### src/rtl/tpoll_pkg.sv
package tpoll_pkg;

  typedef enum logic [2:0] {
    ST_IDLE,
    ST_FIRST,
    ST_CMP,
    ST_CONF_A,
    ST_CONF_B,
    ST_RSTWR,
    ST_DONE
  } pollState_t;

  typedef enum logic [1:0] {
    RES_NONE,
    RES_PASS,
    RES_FAIL,
    RES_LIMIT
  } pollResult_t;

  typedef struct packed {
    logic issueRead;
    logic issueWrite;
    logic latchCfg;
  } dpCtl_t;

endpackage

### src/rtl/tpoll_datapath.sv
module tpoll_datapath
  import tpoll_pkg::*;
#(
  parameter int DATA_W    = 8,
  parameter int ADDR_W    = 16,
  parameter int CNT_W     = 16,
  parameter int BIT_A     = 6,
  parameter int BIT_B     = 2,
  parameter int FLAG_BIT  = 5,
  parameter logic [DATA_W-1:0] RESET_CMD = 8'hF0
) (
  input  logic              clk,
  input  logic              rstN,
  input  dpCtl_t            ctl,
  input  logic              toggleSel,
  input  logic [CNT_W-1:0]  pollLimit,
  input  logic [ADDR_W-1:0] pollAddr,
  output logic [ADDR_W-1:0] busAddr,
  output logic [DATA_W-1:0] busWdata,
  output logic              busWrite,
  output logic              busStrobe,
  input  logic [DATA_W-1:0] busRdata,
  input  logic              busReady,
  output logic              xferDone,
  output logic              toggled,
  output logic              flagHigh,
  output logic              lastRead
);

  logic              selQ;
  logic [CNT_W-1:0]  limitQ;
  logic [ADDR_W-1:0] addrQ;
  logic [CNT_W-1:0]  readCount;
  logic              refBit;
  logic              curBit;

  assign busStrobe = ctl.issueRead | ctl.issueWrite;
  assign busWrite  = ctl.issueWrite;
  assign busAddr   = addrQ;
  assign busWdata  = ctl.issueWrite ? RESET_CMD : '0;
  assign xferDone  = busStrobe & busReady;

  assign curBit   = selQ ? busRdata[BIT_B] : busRdata[BIT_A];
  assign toggled  = curBit != refBit;
  assign flagHigh = busRdata[FLAG_BIT];
  assign lastRead = (limitQ != '0) && (readCount == limitQ - 1'b1);

  always_ff @(posedge clk) begin
    if (!rstN) begin
      selQ      <= 1'b0;
      limitQ    <= '0;
      addrQ     <= '0;
      readCount <= '0;
      refBit    <= 1'b0;
    end else if (ctl.latchCfg) begin
      selQ      <= toggleSel;
      limitQ    <= pollLimit;
      addrQ     <= pollAddr;
      readCount <= '0;
      refBit    <= 1'b0;
    end else if (xferDone && ctl.issueRead) begin
      readCount <= readCount + 1'b1;
      refBit    <= curBit;
    end
  end

  assert_count_R7: assert property (@(posedge clk) disable iff (!rstN)
    (limitQ != '0) |-> (readCount <= limitQ));

endmodule

### src/rtl/tpoll_control.sv
module tpoll_control
  import tpoll_pkg::*;
(
  input  logic   clk,
  input  logic   rstN,
  input  logic   start,
  input  logic   abort,
  input  logic   xferDone,
  input  logic   toggled,
  input  logic   flagHigh,
  input  logic   lastRead,
  output dpCtl_t ctl,
  output logic   done,
  output logic   pass,
  output logic   fail,
  output logic   limitFail
);

  pollState_t  state, stateNext;
  pollResult_t result, resultNext;

  always_comb begin
    ctl            = '0;
    ctl.issueRead  = (state == ST_FIRST) || (state == ST_CMP) ||
                     (state == ST_CONF_A) || (state == ST_CONF_B);
    ctl.issueWrite = (state == ST_RSTWR);
    ctl.latchCfg   = !abort && start &&
                     ((state == ST_IDLE) || (state == ST_DONE));
  end

  always_comb begin
    stateNext  = state;
    resultNext = result;
    unique case (state)
      ST_IDLE, ST_DONE: begin
        if (start) begin
          stateNext  = ST_FIRST;
          resultNext = RES_NONE;
        end
      end
      ST_FIRST, ST_CONF_A: begin
        if (xferDone) begin
          if (lastRead) begin
            stateNext  = ST_RSTWR;
            resultNext = RES_LIMIT;
          end else begin
            stateNext = (state == ST_FIRST) ? ST_CMP : ST_CONF_B;
          end
        end
      end
      ST_CMP: begin
        if (xferDone) begin
          if (!toggled) begin
            stateNext  = ST_DONE;
            resultNext = RES_PASS;
          end else if (lastRead) begin
            stateNext  = ST_RSTWR;
            resultNext = RES_LIMIT;
          end else if (flagHigh) begin
            stateNext = ST_CONF_A;
          end
        end
      end
      ST_CONF_B: begin
        if (xferDone) begin
          if (toggled) begin
            stateNext  = ST_RSTWR;
            resultNext = RES_FAIL;
          end else begin
            stateNext  = ST_DONE;
            resultNext = RES_PASS;
          end
        end
      end
      ST_RSTWR: begin
        if (xferDone) stateNext = ST_DONE;
      end
      default: stateNext = ST_IDLE;
    endcase
    if (abort) begin
      stateNext  = ST_IDLE;
      resultNext = RES_NONE;
    end
  end

  always_ff @(posedge clk) begin
    if (!rstN) begin
      state  <= ST_IDLE;
      result <= RES_NONE;
    end else begin
      state  <= stateNext;
      result <= resultNext;
    end
  end

  assign done      = (state == ST_DONE);
  assign pass      = done && (result == RES_PASS);
  assign fail      = done && (result == RES_FAIL);
  assign limitFail = done && (result == RES_LIMIT);

  assert_conf_order_R4: assert property (@(posedge clk) disable iff (!rstN)
    (state == ST_CONF_B) |-> ($past(state) == ST_CONF_A || $past(state) == ST_CONF_B));

  assert_fail_path_R5: assert property (@(posedge clk) disable iff (!rstN)
    $rose(fail) |-> $past(state) == ST_RSTWR);

endmodule

### src/rtl/toggle_poll_ctrl.sv
module toggle_poll_ctrl
  import tpoll_pkg::*;
#(
  parameter int DATA_W = 8,
  parameter int ADDR_W = 16,
  parameter int CNT_W  = 16,
  parameter logic [DATA_W-1:0] RESET_CMD = 8'hF0
) (
  input  logic              clk,
  input  logic              rstN,
  input  logic              start,
  input  logic              abort,
  input  logic              toggleSel,
  input  logic [CNT_W-1:0]  pollLimit,
  input  logic [ADDR_W-1:0] pollAddr,
  output logic [ADDR_W-1:0] busAddr,
  output logic [DATA_W-1:0] busWdata,
  output logic              busWrite,
  output logic              busStrobe,
  input  logic [DATA_W-1:0] busRdata,
  input  logic              busReady,
  output logic              done,
  output logic              pass,
  output logic              fail,
  output logic              limitFail
);

  dpCtl_t ctl;
  logic   xferDone, toggled, flagHigh, lastRead;

  tpoll_control ctrl_i (
    .clk(clk), .rstN(rstN), .start(start), .abort(abort),
    .xferDone(xferDone), .toggled(toggled), .flagHigh(flagHigh),
    .lastRead(lastRead), .ctl(ctl), .done(done), .pass(pass),
    .fail(fail), .limitFail(limitFail)
  );

  tpoll_datapath #(
    .DATA_W(DATA_W), .ADDR_W(ADDR_W), .CNT_W(CNT_W), .RESET_CMD(RESET_CMD)
  ) dp_i (
    .clk(clk), .rstN(rstN), .ctl(ctl), .toggleSel(toggleSel),
    .pollLimit(pollLimit), .pollAddr(pollAddr), .busAddr(busAddr),
    .busWdata(busWdata), .busWrite(busWrite), .busStrobe(busStrobe),
    .busRdata(busRdata), .busReady(busReady), .xferDone(xferDone),
    .toggled(toggled), .flagHigh(flagHigh), .lastRead(lastRead)
  );

  assert_idle_R1: assert property (@(posedge clk) disable iff (!rstN)
    !done |-> !(pass || fail || limitFail));

  assert_reset_cmd_R5: assert property (@(posedge clk) disable iff (!rstN)
    (busStrobe && busWrite) |-> (busWdata == RESET_CMD && busAddr == $past(busAddr)));

  assert_abort_R8: assert property (@(posedge clk) disable iff (!rstN)
    abort |=> (!busStrobe && !done));

  assert_hold_R9: assert property (@(posedge clk) disable iff (!rstN)
    (busStrobe && !busReady && !abort) |=>
      (busStrobe && $stable(busAddr) && $stable(busWrite) && $stable(busWdata)));

  assert_verdict_R10: assert property (@(posedge clk) disable iff (!rstN)
    done |-> ($countones({pass, fail, limitFail}) == 1));

endmodule

### config.mk
export PLATFORM = sky130hd
export DESIGN_NAME = toggle_poll_ctrl
export DESIGN_NICKNAME = d
export VERILOG_FILES = /design/src/rtl/tpoll_pkg.sv /design/src/rtl/tpoll_datapath.sv /design/src/rtl/tpoll_control.sv /design/src/rtl/toggle_poll_ctrl.sv
export SDC_FILE = /design/constraint.sdc
export NUM_CORES = 1
export LEC_CHECK = 0
export BUFFER_PORTS_ARGS = -buffer_cell sky130_fd_sc_hd__buf_2
export CORE_ASPECT_RATIO = 1.5
export CORE_MARGIN = 5
export CORE_UTILIZATION = 47
export CTS_CLUSTER_DIAMETER = 200
export CTS_CLUSTER_SIZE = 30
export DETAILED_ROUTE_END_ITERATION = 8
export GPL_TIMING_DRIVEN = 0
export PLACE_DENSITY = 0.8
export SYNTH_ARGS = -nofsm -noshare
export SYNTH_HDL_FRONTEND = slang
export SYNTH_SLANG_ARGS = --single-unit
export TNS_END_PERCENT = 10
### constraint.sdc
create_clock -name clk -period 5.77 [get_ports clk]
set_input_delay 0.577 -clock clk [delete_from_list [all_inputs] [get_ports clk]]
set_output_delay 0.577 -clock clk [all_outputs]
set_load 0.005 [all_outputs]
==> out/results.tsv <==
metric	value	unit
status	completed	
seqCellArea	1100	um2
yosysTopAreaCell	dfxtp_1	
ir_drop	0.188	mV
max_slew_margin	15.2	%
clk_pin_slew	0.09	ns
power_switching	0.000215	W
seqPwrFrac	53.3	%
grt_usage	17.5	%
synth_area	3140	um2
grt_pass1_vias	2959	
setup_tns	0	ns
crit_path_start	dp_i.limitQ[0]	
cts_sinks	55	
layout_commonest_cell	nand2_1	
finalSetupViolCount	0	
placed_area	3570	um2
synth_warnings	0	
slowest_delay	0.47	ns
pin_count	76	
grt_setup_unrepaired	no	
synth_cell_types	58	
seq_area_frac_synth	35.0	%
switching_share	28.2	%
syn_inst	403	
hpwl	5.73	mm
final_hold_viol_count	0	
timing.final.crit_share	52.1	%
final.setup_skew	0.00328	ns
path_cells	inv_1 -> ha_1 -> nor3b_1 -> nand2_2 -> mux2_1 -> a22o_1 -> nor4b_4 -> o21bai_2 -> a311oi_1 -> a211oi_1	
crit_path_start_kind	flop	
gp_congestion	0.948	
grt_max_degree	16	
endpoint	ctrl_i.state[0]	
async_flop_share	0	%
end_kind	flop	
cellPowerDensity	208	nW/um2
dieArea	8450	um2
cp_slowest_cell	nor4b_4	
crit_required	5.95	ns
r2r_start	dp_i.limitQ[0]	
num_vias	2993	
postCtsSetupBuffers	0	
worstRegToRegCells	10	
antenna_found_initial	0	
postLayoutCellArea	3650	um2
hp-class	reg -> reg	
synth-seq-cells	55	
cts_tree	done	
dieWidth	76.8	um
routed_wl	7.26	mm
clock_path_buffers	2	
synth_edf_count	0	
fp.dieH	110	um
r2r_end	ctrl_i.state[0]	
mostFrequentLayoutCells	94 x nand2_1, 66 x buf_2, 55 x dfxtp_1, 34 x nor2_1, 33 x a21boi_0	
ant_nets	0	
finalCriticalPeriod	3.01	ns
cts_buffers	5	
avgSynthCellArea	7.80	um2
nets	527	
fill_cells	631	
combinationalPowerShare	20.0	%
start_util	48.4	%
internal-power	0.000546	W
syn2layout_area_growth	16.3	%
wl_per_cell	13.1	um
grt_overflow	0	
netlist.area_leader.share	35.0	%
drive_gt1_share	19.4	%
io_buffers	65	
root_buffer	clkbuf_8	
ff2ff_setup_slack	2.76	ns
multi_input_area	1860	um2
via_per_inst	5.39	
worst_pin_slew	1.25	ns
drc	0	
antennaDiodeCount	0	
cts_resized	0	
finalMaxSlewViolations	0	
grt_first_pass_wirelength	12.5	mm
drtIter0Drc	137	
synth_ff_type	dfxtp_1	
critical_path_class	reg -> reg	
core_area	6490	um2
max_freq	332	MHz
insertion_delay	0.30	ns
crit_fanout	8	
htreeDepth	2	
p_leak	1.51	nW
hold_buffers	0	
dr.pass1.iters	5	
p_clk_share	26.7	%
rows	36	
maxCapViolations	0	
critical_path_arrival	3.19	ns
synth_area_leaders	dfxtp_1 35%, nand2_1 11%, a21boi_0 7.9%	
## synth_stat cells (2+ instances only)
master	n
a31o_1	2
nor2_1	34
nand4_1	7
nor2b_1	2
a311oi_1	2
and3_1	6
or3_1	7
o31ai_1	2
nand3b_1	3
nand2b_1	2
dfxtp_1	55
nor3_1	9
a21boi_1	2
a21boi_0	33
a211oi_1	3
buf_4	9
xnor2_1	10
or4_1	2
o21ai_0	7
xor2_1	18
o211ai_1	2
ha_1	3
nand2_1	94
inv_1	8
nor3b_1	3
a21oi_1	12
clkbuf_1	19
o22ai_1	2
mux2i_1	5
a31oi_1	3
nand3_1	7
nor4b_1	2
nor4_1	3
## critical path, delay by kind of cell, from the launching register on
family                   cells  cell delay [ns]
multiplexers                 1             0.34
adder cells (fa/ha/maj)      1             0.32
AND/OR/NAND/NOR              3             0.92
flip-flops                   1             0.38
AO/OA/AOI/OAI                4             0.83
buffers and inverters        1             0.10
## per-layer routing
metal | share of wire [%] | GRT usage (%) | wire, um | up-vias
met1 | 39 | 18.2 | 2850 | 1364
li1 | - | - | - | 1523
met5 | 0 | 0 | 0 | -
met4 | 2.4 | 6.50 | 174 | 0
met3 | 5.0 | 2.93 | 363 | 15
met2 | 53 | 34.6 | 3880 | 91
## cell families after synthesis
family | after synthesis | share of synthesized area (%)
other cells | 1 | 0.119
flops | 55 | 35.0
fa+ha+maj | 3 | 1.19
xor+xnor | 28 | 7.81
simple gates | 192 | 30.1
compound gates | 78 | 17.4
mux | 7 | 2.31
buf+inv | 39 | 6.05
## cell type report
cell class | instances | share of cell area (%)
multi-input combinational | 312 | 50.9
sequential | 55 | 30.1
timing repair buffer | 65 | 8.90
buffer | 31 | 4.38
tap | 76 | 2.60
clock buffer | 7 | 2.09
inverter | 8 | 0.822
clock inverter | 1 | 0.137
## flip-flops by register name, summed over array words and instances (netlist names)
name            count
ctrl_i.result       2
ctrl_i.state        3
dp_i.busAddr       16
dp_i.limitQ        16
dp_i.readCount     16
dp_i.refBit         1
dp_i.selQ           1
## metrics by stage
stage | cells | setup slack, ns | utilization, % | total power, W | hold slack (ns)
final | 555 | 2.76 | 56.3 | 0.000760 | 0.469
after floorplan | 406 | 3.27 | - | 0.000520 | 0.457
after global routing | 555 | 2.54 | 56.3 | 0.000806 | 0.497
after detailed placement | 547 | 2.81 | 55.1 | 0.000566 | 0.458
after CTS | 555 | 2.79 | 56.3 | 0.000766 | 0.472
after global placement | 547 | 2.92 | 55.1 | 0.000561 | 0.448
## worst min-delay path by stage
stage	slack, ns	cells past startpoint	to	start
global route	0.50	2	dp_i.busAddr[15]	dp_i.busAddr[15]
detailed placement	0.46	2	dp_i.busAddr[1]	dp_i.busAddr[1]
CTS	0.47	2	dp_i.busAddr[10]	dp_i.busAddr[10]
global placement	0.45	2	dp_i.busAddr[0]	dp_i.busAddr[0]
floorplan	0.46	2	dp_i.selQ	dp_i.selQ
finish	0.47	2	dp_i.busAddr[14]	dp_i.busAddr[14]
## power by group through the flow
stage | clock, W | sequential [W] | combinational [W]
floorplan | 0 | 0.000412 | 0.000108
global placement | 0 | 0.000414 | 0.000147
detailed placement | 0 | 0.000414 | 0.000151
CTS | 0.000209 | 0.000405 | 0.000152
global route | 0.000227 | 0.000407 | 0.000171
finish | 0.000203 | 0.000405 | 0.000152
(Power assumes the default switching activity.)
